[src/rtl/rxff_pkg.sv]
package rxff_pkg;
  typedef struct packed {
    logic doWrite;
    logic doRead;
  } strobe_t;
endpackage

[src/rtl/rxff_data.sv]
module rxff_data #(
  parameter int DEPTH = 16,
  parameter int DW = 8,
  localparam int AW = (DEPTH > 1) ? $clog2(DEPTH) : 1
) (
  input  logic              clk,
  input  logic              rstN,
  input  rxff_pkg::strobe_t strb,
  input  logic [DW-1:0]     wrData,
  output logic [DW-1:0]     rdData
);
  localparam logic [AW-1:0] LAST = AW'(DEPTH - 1);

  logic [DW-1:0] mem [DEPTH];
  logic [AW-1:0] wrPtr, rdPtr;

  always_ff @(posedge clk or negedge rstN) begin
    if (!rstN) begin
      wrPtr <= '0;
      rdPtr <= '0;
    end else begin
      if (strb.doWrite) wrPtr <= (wrPtr == LAST) ? '0 : wrPtr + 1'b1;
      if (strb.doRead)  rdPtr <= (rdPtr == LAST) ? '0 : rdPtr + 1'b1;
    end
  end

  always_ff @(posedge clk) begin
    if (strb.doWrite) mem[wrPtr] <= wrData;
  end

  assign rdData = mem[rdPtr];

  AST_PTR_RANGE: assert property (@(posedge clk) disable iff (!rstN)
    (wrPtr <= LAST) && (rdPtr <= LAST));
endmodule

[src/rtl/rxff_ctrl.sv]
module rxff_ctrl #(
  parameter int DEPTH = 16,
  localparam int LW = $clog2(DEPTH + 1)
) (
  input  logic              clk,
  input  logic              rstN,
  input  logic              pushValid,
  input  logic              popReq,
  input  logic              overrunClr,
  input  logic [LW-1:0]     lowMark,
  input  logic [LW-1:0]     highMark,
  input  logic              fifoRtsEn,
  input  logic              legacyRts,
  output rxff_pkg::strobe_t strb,
  output logic [LW-1:0]     fifoLevel,
  output logic              full,
  output logic              empty,
  output logic              overrun,
  output logic              rts
);
  localparam logic [LW-1:0] TOP = LW'(DEPTH);

  logic          popAcc, pushAcc, dropNow;
  logic [LW-1:0] nextLevel;
  logic          riseHit, fallHit;
  logic          rtsHyst;

  assign empty   = (fifoLevel == '0);
  assign full    = (fifoLevel == TOP);
  assign popAcc  = popReq && !empty;
  assign pushAcc = pushValid && (!full || popAcc);
  assign dropNow = pushValid && !pushAcc;

  assign strb.doWrite = pushAcc;
  assign strb.doRead  = popAcc;

  always_comb begin
    nextLevel = fifoLevel;
    if (pushAcc && !popAcc) nextLevel = fifoLevel + 1'b1;
    if (popAcc && !pushAcc) nextLevel = fifoLevel - 1'b1;
  end

  assign riseHit = (fifoLevel < highMark) && (nextLevel >= highMark);
  assign fallHit = (fifoLevel > lowMark)  && (nextLevel <= lowMark);

  always_ff @(posedge clk or negedge rstN) begin
    if (!rstN) begin
      fifoLevel <= '0;
      overrun   <= 1'b0;
      rtsHyst   <= 1'b0;
    end else begin
      fifoLevel <= nextLevel;
      if (dropNow)         overrun <= 1'b1;
      else if (overrunClr) overrun <= 1'b0;
      if (riseHit)         rtsHyst <= 1'b1;
      else if (fallHit)    rtsHyst <= 1'b0;
    end
  end

  assign rts = fifoRtsEn ? rtsHyst : legacyRts;

  AST_LEVEL_MAX: assert property (@(posedge clk) disable iff (!rstN)
    fifoLevel <= TOP);
  AST_BOTH_HOLD: assert property (@(posedge clk) disable iff (!rstN)
    (popReq && !empty && pushValid) |=> $stable(fifoLevel));
  AST_NO_ROOM: assert property (@(posedge clk) disable iff (!rstN)
    (pushValid && full && !popReq) |=> (overrun && $stable(fifoLevel)));
  AST_STICKY: assert property (@(posedge clk) disable iff (!rstN)
    (overrun && !overrunClr) |=> overrun);
  AST_EMPTY_POP: assert property (@(posedge clk) disable iff (!rstN)
    (popReq && empty && !pushValid) |=> (fifoLevel == '0));
  AST_RISE: assert property (@(posedge clk) disable iff (!rstN)
    (pushValid && !popReq && !full && ({1'b0, fifoLevel} + 1'b1 == {1'b0, highMark}))
      |=> rtsHyst);
  AST_FALL: assert property (@(posedge clk) disable iff (!rstN)
    (popReq && !pushValid && !empty && ({1'b0, fifoLevel} == {1'b0, lowMark} + 1'b1))
      |=> !rtsHyst);
  AST_QUIET_HOLD: assert property (@(posedge clk) disable iff (!rstN)
    (!pushValid && !popReq) |=> $stable(rtsHyst));
endmodule

[src/rtl/rx_level_fifo.sv]
module rx_level_fifo #(
  parameter int DEPTH = 16,
  localparam int LW = $clog2(DEPTH + 1)
) (
  input  logic          clk,
  input  logic          rstN,
  input  logic          pushValid,
  input  logic [7:0]    pushData,
  input  logic          popReq,
  output logic [7:0]    popData,
  output logic [LW-1:0] fifoLevel,
  output logic          full,
  output logic          empty,
  input  logic          overrunClr,
  output logic          overrun,
  input  logic [LW-1:0] lowMark,
  input  logic [LW-1:0] highMark,
  input  logic          fifoRtsEn,
  input  logic          legacyRts,
  output logic          rts
);
  rxff_pkg::strobe_t strb;

  rxff_ctrl #(.DEPTH(DEPTH)) u_ctrl (
    .clk(clk), .rstN(rstN), .pushValid(pushValid), .popReq(popReq),
    .overrunClr(overrunClr), .lowMark(lowMark), .highMark(highMark),
    .fifoRtsEn(fifoRtsEn), .legacyRts(legacyRts), .strb(strb),
    .fifoLevel(fifoLevel), .full(full), .empty(empty),
    .overrun(overrun), .rts(rts)
  );

  rxff_data #(.DEPTH(DEPTH), .DW(8)) u_data (
    .clk(clk), .rstN(rstN), .strb(strb), .wrData(pushData), .rdData(popData)
  );
endmodule

[config.mk]
export PLATFORM = sky130hd
export DESIGN_NAME = rx_level_fifo
export DESIGN_NICKNAME = d
export VERILOG_FILES = /design/src/rtl/rxff_pkg.sv /design/src/rtl/rxff_data.sv /design/src/rtl/rxff_ctrl.sv /design/src/rtl/rx_level_fifo.sv
export SDC_FILE = /design/constraint.sdc
export NUM_CORES = 1
export LEC_CHECK = 0
export ABC_AREA = 1
export BUFFER_PORTS_ARGS = -buffer_cell sky130_fd_sc_hd__clkbuf_2
export CAP_MARGIN = 20
export CORE_AREA = 2 2 117 119
export CTS_CLUSTER_DIAMETER = 100
export DETAILED_ROUTE_END_ITERATION = 7
export DIE_AREA = 0 0 119 121
export PLACE_DENSITY = 0.74
export SETUP_SLACK_MARGIN = 0.5
export SLEW_MARGIN = 20
export SYNTH_ARGS = -nofsm -noshare
export SYNTH_HDL_FRONTEND = slang
export SYNTH_HIERARCHICAL = 1
export SYNTH_SLANG_ARGS = --single-unit
[constraint.sdc]
create_clock -name clk -period 2.2 [get_ports clk]
set_input_delay 0.22 -clock clk [delete_from_list [all_inputs] [get_ports clk]]
set_output_delay 0.22 -clock clk [all_outputs]
set_load 0.1 [all_outputs]
# ---- After elaboration in Yosys (flattened, before gate mapping)
# Memory sizes are Yosys's and may differ from the RTL's.
# Cells that the tools add are included.
dict set report classes {
  add_sub_neg 4
  order_cmp 4
  n_eq_ne 3
  muxes 11
  n_reduce_logical 15
}
# cell count
set op_table {}
lappend op_table {{5-bit two-way mux} 2}
lappend op_table {{4-bit by 1-bit adder with 4-bit output (second input constant)} 2}
lappend op_table {{4-bit equality test (second input constant)} 2}
lappend op_table {{4-bit two-way mux} 2}
lappend op_table {{1-bit logical AND} 7}
lappend op_table {{1-bit two-way mux} 7}
lappend op_table {{5-bit by 1-bit adder with 5-bit output (second input constant)} 1}
lappend op_table {{5-bit equality test (second input constant)} 1}
lappend op_table {{5-bit >= comparator} 1}
lappend op_table {{5-bit > comparator} 1}
lappend op_table {{5-bit <= comparator} 1}
lappend op_table {{5-bit zero test} 1}
lappend op_table {{5-bit less-than comparator} 1}
lappend op_table {{5-bit by 1-bit subtractor with 5-bit output (second input constant)} 1}
lappend op_table {{1-bit zero test} 4}
lappend op_table {{2-bit nonzero test} 2}
lappend op_table {{1-bit logical OR} 1}
dict set report word_totals {
  reg_bits 15
  ram_bits 128
  input_bits 25
  out_inout_bits 17
  elab_cells 43
  n_memories 1
}
# memory depth width read_ports rd_ports_with_merged_regs write_ports line_no
set mem_list {}
lappend mem_list {u_data.mem 16 8 1 0 1 rxff_data.sv:14} ;# logic [DW-1:0] mem [DEPTH];

# ---- Logic depth before layout (Yosys ltp)
# Gate-level depths: netlist of run 1.
dict set report depth {
  depth_word 12
  mapped_depth 19
  depth_no_buf 19
}

# ---- Modules after synthesis
# Netlist of run 1, hierarchy kept.
# mod instances cells_each area_per_inst_um2 seq_area_each_um2
set modules_own_cells {}
lappend modules_own_cells {rxff_data 1 584 6023.3 4043.9}
lappend modules_own_cells {rxff_ctrl 1 141 1008.5 175.2}

# ---- Worst setup path after synthesis of run 1
# OpenSTA, ideal clock, no wires.
dict set report synth_timing {
  kind {register -> register}
  from {reg u_ctrl.fifoLevel[0]}
  to {reg u_ctrl.rtsHyst}
  setup_time_ps 116
  t_arrival_ps 2890
  t_required_ps 2084
  path_slack_ps -806
  stages_incl_launch_ff 18
  n_path_buf 0
  synth_period_minus_slack_ps 3006
  cell_sequence {dfrtp_1 > inv_1 > ha_1 > nand3_4 > nand3_2 > nand2_1 > nand2_1 > inv_1 > nand2_1 > nand2_1 > nand2_1 > ha_1 > a21oi_1 > o21ai_0 > nor2_1 > nand2_1 > nand2_1 > nand2_1}
}
dict set report synth_between {
  elab_chain_len 11
  elab_cells_between_ends 23
  classes_between {add/sub (2); order compare (4); eq/ne (1); mux (3); reduce/logical (13)}
}
# element line_no
set synth_lines {}
lappend synth_lines {{start, declared} rxff_ctrl.sv:15} ;# output logic [LW-1:0] fifoLevel,
lappend synth_lines {{start signal, assigned} rxff_ctrl.sv:52} ;# fifoLevel <= nextLevel;
lappend synth_lines {{parallel branches: the longest is 7 deep, another holds 5-bit by 1-bit adder with 5-bit output} n/a}
lappend synth_lines {{5-bit two-way mux *} rxff_ctrl.sv:40} ;# if (popAcc && !pushAcc) nextLevel = fifoLevel - 1'b1;
lappend synth_lines {{via u_ctrl.nextLevel[4]} rxff_ctrl.sv:24} ;# logic [LW-1:0] nextLevel;
lappend synth_lines {{5-bit >= comparator or 5-bit <= comparator (tied branches)} {rxff_ctrl.sv:43, rxff_ctrl.sv:44}}
lappend synth_lines {{1-bit logical AND, on equally long branches} {rxff_ctrl.sv:43, rxff_ctrl.sv:44}}
lappend synth_lines {{1-bit two-way mux or 2-bit nonzero test (tied branches)} n/a}
lappend synth_lines {{end signal, assigned} rxff_ctrl.sv:50} ;# rtsHyst <= 1'b0;
lappend synth_lines {{end signal, assigned} rxff_ctrl.sv:55} ;# if (riseHit) rtsHyst <= 1'b1;
lappend synth_lines {{end signal, assigned} rxff_ctrl.sv:56} ;# else if (fallHit) rtsHyst <= 1'b0;
lappend synth_lines {{end, declared} rxff_ctrl.sv:26} ;# logic rtsHyst;
# Mark *: on every way through the listed nets, which the timed path passes.
# A chain may end at the register's enable or synchronous reset.

# ---- Worst setup path after layout of run 1
dict set report layout_timing {
  from {reg u_data.rdPtr[0]}
  to {out popData[6]}
}
dict set report layout_between {
  elab_chain_len 1
}
# element line_no
set layout_lines {}
lappend layout_lines {{start, declared} rxff_data.sv:15} ;# logic [AW-1:0] wrPtr, rdPtr;
lappend layout_lines {{start signal, assigned} rxff_data.sv:23} ;# if (strb.doRead) rdPtr <= (rdPtr == LAST) ? '0 : rdPtr + 1'b1;
lappend layout_lines {{memory read 16 x 8 bit} n/a}
lappend layout_lines {{end, declared} rx_level_fifo.sv:10} ;# output logic [7:0] popData,
# No other way between the ends.

==> flow_summary.toml, run 1 <==
[outcome]
run_status = "finished with violations"
failed_checks = "setup timing"

[layout]
final_core_util_pct = 73.2
area_growth_pct = 36.2
area_of_the_multi_input_gates_um2 = 2990
ff_latch_area_um2 = 4240
inserted_diodes = 0
nets = 857
fill_cell_instance_count_of_the_final_layout = 819
drive_above_1_share_pct = 35.9

[critical_path]
critical_path_class = "register to output port"
worstSetupEndpoint = "popData[6]"
crit_path_end_kind = "output port"
worstReg2RegStart = "u_ctrl/fifoLevel[1]$_DFF_PN0_"
crit_path_start = "u_data/rdPtr[0]$_DFFE_PN0P_"
crit_fanout = 6
worst-endpoint-required_ps = 1980
worst-endpoint-arrival_ps = 2070
critical_path.reg2reg.endpoint = "u_ctrl/rtsHyst$_DFFE_PN0P_"
rrSetupSlack_ps = -40
worstSetupStartpointType = "register"
reg2regPathDepth = 16

[grt]
grt_start_max_net_pins = 35
number_of_antenna_violations_at_the_first_check_in_global_routing = 0
first_pass_grt_wire_length_mm = 27.1
track_usage_pct = 24.9
globalRoute.totalOverflow = 0
grt_pass1_vias = 5356

[floorplanning]
initial_utilization_pct = 53.7
pin_count = 42
dieWidth_um = 119
rows = 42
floorplan.die.height_um = 121
area_of_the_die_um2 = 14400
core_area_um2 = 13100

[timing]
setup_slack_ps = -92.0
rsz0062_at_grt = "yes"
worst_clk_skew_ps = 6.73
hold-worst-slack_ps = 154
max_clock_freq_mhz = 436
finalWorstPathRequiredPeriod_ps = 2290
slew_violations = 0
finalCritPeriodShare_pct = 104
hold_viol = 0
timing.slew.headroom_pct = 63.6
timing.final.setup_violations = 7
tightestPinTransition_ps = 549

[yosys]
synthesis.area_per_instance_um2 = 9.70
yosys_register_bits = 143
mappedNetlistArea_um2 = 7030
post_synth_num_cell_types = 30
synth_top_cells_by_area = "edfxtp_1 55%, nand2_1 9.2%, nand3_1 9.0%, inv_1 7.7%, dfrtp_1 5.3%"
post-synth-top-area-fraction_pct = 54.7
synth_nets = 777
synthDominantAreaCellType = "edfxtp_1"
yosysWarnings = 6
postSynthCellCount = 725
synth.yosys.seq_area_share_pct = 60.0

[job]
max_cap_violations = 0

[detailed_routing]
routedWlPerCell_um = 20.1
post-route-drc-count = 0
ant_nets = 0
iteration_0_drc_count_of_the_detailed_router = 659
count_of_vias_placed_by_the_detailed_router = 5580
drt-vias-per-instance = 5.61
detailedRoute.firstPassIterationCount = 6
postRouteWirelength_mm = 20.0

[pwr]
post-layout-total-power_mw = 14.3
power.static_leakage_nw = 4.19
powerDensity_nw_per_um2 = 1490
vdd_drop_max_mv = 0.961

[placement]
place_congestion = 0.891
port_buffers = 41
post-dp-hpwl_mm = 10.5

[clock_tree]
clk_pin_slew_ps = 50
cts_inserted_buffers = 17
ctsLongestPathBuffers = 2
cts_tree = "yes"
cts.sinks = 143
ctsRootBufferMaster = "clkbuf_16"
clock_insertion_delay_worst_skew_ps = 430
htreeDepth = 4

[hold_path]
hp-class = "primary input to register"
-- layout make-up --
class / instances / area share [%]
repair buffers: 88 / 10.6
inverters: 149 / 6.20
clock buffers: 19 / 4.52
repair inverters: 1 / 0.118
flip-flops and latches: 143 / 44.2
multi-input cells: 405 / 31.2
clock inverters: 13 / 0.823
well taps: 176 / 2.30
-- layer usage --
metal | routed length, um | track usage, % | up-vias
li1 | - | - | 2515
met5 | 0 | 0 | -
met3 | 1480 | 6.72 | 77
met2 | 9970 | 42.6 | 305
met4 | 875 | 9.90 | 0
met1 | 7650 | 30.1 | 2683
-- state kept, by name, indices dropped and copies added, names as in the netlist --
signal            cells
u_ctrl/overrun        1
u_data/rdPtr          4
u_ctrl/rtsHyst        1
u_data/mem          128
u_data/wrPtr          4
u_ctrl/fifoLevel      5
-- kinds of logic after synthesis --
family / synth area share [%]
xor+xnor: 0.249
mux: 0.160
simple gates: 23.0
compound gates: 1.55
flops: 60.0
buf+inv: 10.3
fa+ha+maj: 4.80
-- placed cells by master (no fill, tap or decap), types with 3 or more instances in the layout --
master	netlist	final
clkinv_1	1	9
o21ai_0	9	8
nand2_8	0	3
or2_0	15	15
buf_4	3	21
dfrtp_2	0	4
ha_1	27	21
nand2_4	2	13
clkbuf_16	0	25
nand3_2	3	83
dfrtp_1	15	8
nor2_1	21	4
nand4_1	9	9
dfrtp_4	0	3
inv_1	145	140
inv_2	3	4
clkinv_2	0	4
nand3_4	1	6
buf_6	3	4
buf_12	0	19
clkbuf_2	0	30
ha_4	0	6
nand3_1	126	41
nor2_4	1	17
nand2_2	0	35
edfxtp_1	128	128
inv_4	0	3
a21oi_1	8	6
nand2_1	173	124
-- power breakdown --
group | total, mW | internal (mW) | switching (mW) | leakage [nW]
clock network | 2.54 | 1.51 | 1.04 | 0.252
registers | 3.56 | 3.31 | 0.252 | 1.33
logic | 8.21 | 2.94 | 5.27 | 2.61
-- synthesized netlist by cell type, drive strengths merged --
| cell type | instances |
|---|---|
| mux2 | 1 |
| o21a | 1 |
| buf | 27 |
| nand4 | 9 |
| o21bai | 1 |
| nor2 | 22 |
| or2 | 16 |
| nand3 | 130 |
| o32ai | 1 |
| edfxtp | 128 |
| dfrtp | 15 |
| inv | 148 |
| a21oi | 8 |
| clkbuf | 1 |
| nor3 | 2 |
| nand2 | 175 |
| clkinv | 1 |
| nand3b | 1 |
| o21ai | 9 |
| xor2 | 2 |
| ha | 27 |
-- per-stage QoR --
stage	area, um^2	worst slack, ps	instances	setup TNS (ps)
3_3_place_gp	7810	19.2	929	0
5_1_grt	9580	-185	994	-716
6_report	9580	-92.0	994	-177
3_5_place_dp	7810	-38.2	929	-38.2
2_1_floorplan	7290	-94.4	725	-94.4
4_1_cts	8680	7.88	977	0
-- worst max-delay path: stages (launching register included) --
cell	delay (ps)
dfrtp_2	510
buf_12	190
clkinv_16	80
clkbuf_16	170
nand2_2	70
nand3_2	90
nand3_2	110
nand3_2	110
nand2_2	130
buf_12	180
-- worst min-delay path by stage --
stage | from | end | slack (ps) | depth (start not counted)
CTS | popReq | u_ctrl/overrun$_DFFE_PN0P_ | 150 | 2
global route | popReq | u_ctrl/overrun$_DFFE_PN0P_ | 180 | 2
floorplan | rstN | u_ctrl/fifoLevel[2]$_DFF_PN0_ | -80 | 0
finish | popReq | u_ctrl/overrun$_DFFE_PN0P_ | 150 | 2
global placement | rstN | u_ctrl/fifoLevel[1]$_DFF_PN0_ | 180 | 1
detailed placement | rstN | u_ctrl/fifoLevel[1]$_DFF_PN0_ | 180 | 1
-- repair_timing --
item,in CTS,in global routing
gates cloned,3,10
setup endpoints to repair,142,144
hold endpoints to repair,16,0
hold buffers,2,0
resized for setup,35,145
pin swaps,19,74
buffers inserted,11,7
No activity file was read; power rests on OpenSTA's default activity.
==> run 2: changes to the inputs <==
--- a/config.mk
+++ b/config.mk
@@ -12,7 +12,7 @@
 export CTS_CLUSTER_DIAMETER = 100
 export DETAILED_ROUTE_END_ITERATION = 7
 export DIE_AREA = 0 0 119 121
-export PLACE_DENSITY = 0.74
+export PLACE_DENSITY_LB_ADDON = 0.3
 export SETUP_SLACK_MARGIN = 0.5
 export SLEW_MARGIN = 20
 export SYNTH_ARGS = -nofsm -noshare
==> run 2 against run 1 <==
  * Die area stayed put
  * Worst setup slack worse by 2.3 ps
  * Critical path type is now register to register
  * First-iteration DRC count shrank 14%
  * Maximum frequency barely moved
  * Combinational power down 3.5%
  * The flow still finishes with violations (setup timing)
==> flow_summary.toml, run 2 (synthesized netlist as in run 1, its figures left out) <==
[floorplanning]
area_of_the_die_um2 = 14400
floorplan.die.height_um = 121
dieWidth_um = 119
core_area_um2 = 13100
rows = 42
pin_count = 42
initial_utilization_pct = 53.7

[clock_tree]
clock_insertion_delay_worst_skew_ps = 420
htreeDepth = 4
cts_tree = "yes"
ctsRootBufferMaster = "clkbuf_16"
cts_inserted_buffers = 17
clk_pin_slew_ps = 60
ctsLongestPathBuffers = 2
cts.sinks = 143

[timing]
timing.setup.tns_ps = -112
finalWorstPathRequiredPeriod_ps = 2290
max_clock_freq_mhz = 436
setup_slack_ps = -94.2
hold-worst-slack_ps = 203
timing.slew.headroom_pct = 64.2
finalCritPeriodShare_pct = 104
timing.final.setup_violations = 2
rsz0062_at_grt = "yes"
worst_clk_skew_ps = 10.1
slew_violations = 0
hold_viol = 0
tightestPinTransition_ps = 540

[detailed_routing]
ant_nets = 0
count_of_vias_placed_by_the_detailed_router = 5544
post-route-drc-count = 0
routedWlPerCell_um = 18.8
postRouteWirelength_mm = 18.9
iteration_0_drc_count_of_the_detailed_router = 567
detailedRoute.firstPassIterationCount = 5
drt-vias-per-instance = 5.52

[layout]
fill_cell_instance_count_of_the_final_layout = 793
regMostFlops = "u_data/mem"
nets = 868
largest_register_ff_count = 128
layout.cells.most_common = "nand2_1"
final_cell_mix = "147 x nand2_1, 139 x inv_1, 128 x edfxtp_1, 87 x nand3_1, 37 x nand3_2"
drive_above_1_share_pct = 30.0
final_cells = 1005
area_growth_pct = 38.1
inserted_diodes = 0
reg_top3 = "u_data/mem: 128 flops, u_ctrl/fifoLevel: 5 flops"
final_core_util_pct = 74.2

[hold_path]
hold_path.startpoint = "popReq"
hp-class = "primary input to register"
holdPathStages = 2
hold_end = "u_ctrl/overrun$_DFFE_PN0P_"

[placement]
place_congestion = 0.824
post-dp-hpwl_mm = 9.91
placed_cells = 929
port_buffers = 41
dp_worst_setup_slack_ps = -88.7

[grt]
track_usage_pct = 24.5
first_pass_grt_wire_length_mm = 26.7
grt_pass1_vias = 5361
globalRoute.totalOverflow = 0
number_of_antenna_violations_at_the_first_check_in_global_routing = 0
grt_start_max_net_pins = 41

[job]
max_cap_violations = 0

[critical_path]
critPathMaxStageDelay_ps = 490
crit_fanout = 5
worst-endpoint-arrival_ps = 2600
critical_path_class = "register to register"
cp_common_cell = "nand2_1"
rrSetupSlack_ps = -90
worst-endpoint-required_ps = 2510
worstReg2RegStart = "u_ctrl/fifoLevel[1]$_DFF_PN0_"
crit_path_end_kind = "register"
path_cells = "inv_4 -> ha_4 -> nand3_4 -> nand2_4 -> nand4_1 -> nand3b_1 -> nand2_2 -> inv_4 -> ha_4 -> nand2_2 -> inv_1 -> o21bai_1 -> nand3_1 -> nand2_1 -> nand2_1 -> nand2_1 -> nand2_1"
worst_path_max_delay_cell = "dfrtp_4"
critical_path.reg2reg.endpoint = "u_ctrl/rtsHyst$_DFFE_PN0P_"
worstSetupStartpointType = "register"
reg2regPathDepth = 17

[pwr]
vdd_drop_max_mv = 1.05
powerDensity_nw_per_um2 = 1510
power.static_leakage_nw = 4.20

[outcome]
failed_checks = "setup timing"
run_status = "finished with violations"
## run 2: cell types whose count changed in the layout (fill, tap and decap cells not counted), moves of 5 or more
cell       change
nand3_1       +46
nand3_2       -46
nand2_1       +23
nand2_2       -17
buf_12         +7
nand2_4        -7
buf_6          +6
clkinv_1       -6
bufinv_16      +5
## run 2: per-stage QoR
stage	area, um^2	power [mW]
final	9710	14.7
after global placement	7810	9.47
after global routing	9710	15.2
after CTS	9270	13.7
after detailed placement	7810	9.60
after floorplan	7290	7.84
## run 2: area by class of cell
class	count	area (um^2)	share of cell area, %
Sequential cell	143	4240	43.6
Tap cell	176	220	2.27
Clock inverter	14	235	2.42
Timing Repair Buffer	100	1250	12.9
Inverter	149	593	6.11
Multi-Input combinational cell	405	2740	28.3
Clock buffer	18	429	4.42
## run 2: repair_timing
item                       CTS  global route
resized for setup           70            65
setup buffers               28             6
pin swaps                   39            45
gates cloned                 2             6
setup endpoints to repair  142           148
hold endpoints to repair    16             0
hold buffers                 2             0
## run 2: power by group
| group | switching [mW] | internal [mW] |
|---|---|---|
| combinational | 5.02 | 2.91 |
| sequential | 0.231 | 3.31 |
| clock | 1.11 | 2.13 |
| total | 6.36 | 8.34 |
## run 2: critical path, delay by kind of cell, from the launching register on
kind	cells	cell delay (ps)
simple gates	11	1010
flops	1	490
fa+ha+maj	2	360
buf+inv	3	210
compound gates	1	130
## run 2: worst max path at each step
stage,startpoint,to
floorplan,u_ctrl/fifoLevel[0]$_DFF_PN0_,u_ctrl/rtsHyst$_DFFE_PN0P_
CTS,u_ctrl/fifoLevel[0]$_DFF_PN0_,u_ctrl/rtsHyst$_DFFE_PN0P_
finish,u_ctrl/fifoLevel[1]$_DFF_PN0_,u_ctrl/rtsHyst$_DFFE_PN0P_
detailed placement,u_ctrl/fifoLevel[1]$_DFF_PN0_,u_ctrl/rtsHyst$_DFFE_PN0P_
global placement,u_ctrl/fifoLevel[1]$_DFF_PN0_,u_ctrl/rtsHyst$_DFFE_PN0P_
global route,u_ctrl/fifoLevel[1]$_DFF_PN0_,u_ctrl/rtsHyst$_DFFE_PN0P_
## run 2: metal layers
| layer | track usage (%) | part of all wire [%] | vias to the layer above |
|---|---|---|---|
| li1 | - | - | 2549 |
| met2 | 43.6 | 54 | 232 |
| met1 | 29.1 | 37 | 2723 |
| met4 | 9.23 | 2.1 | 0 |
| met5 | 0 | 0 | - |
| met3 | 5.64 | 6.4 | 40 |
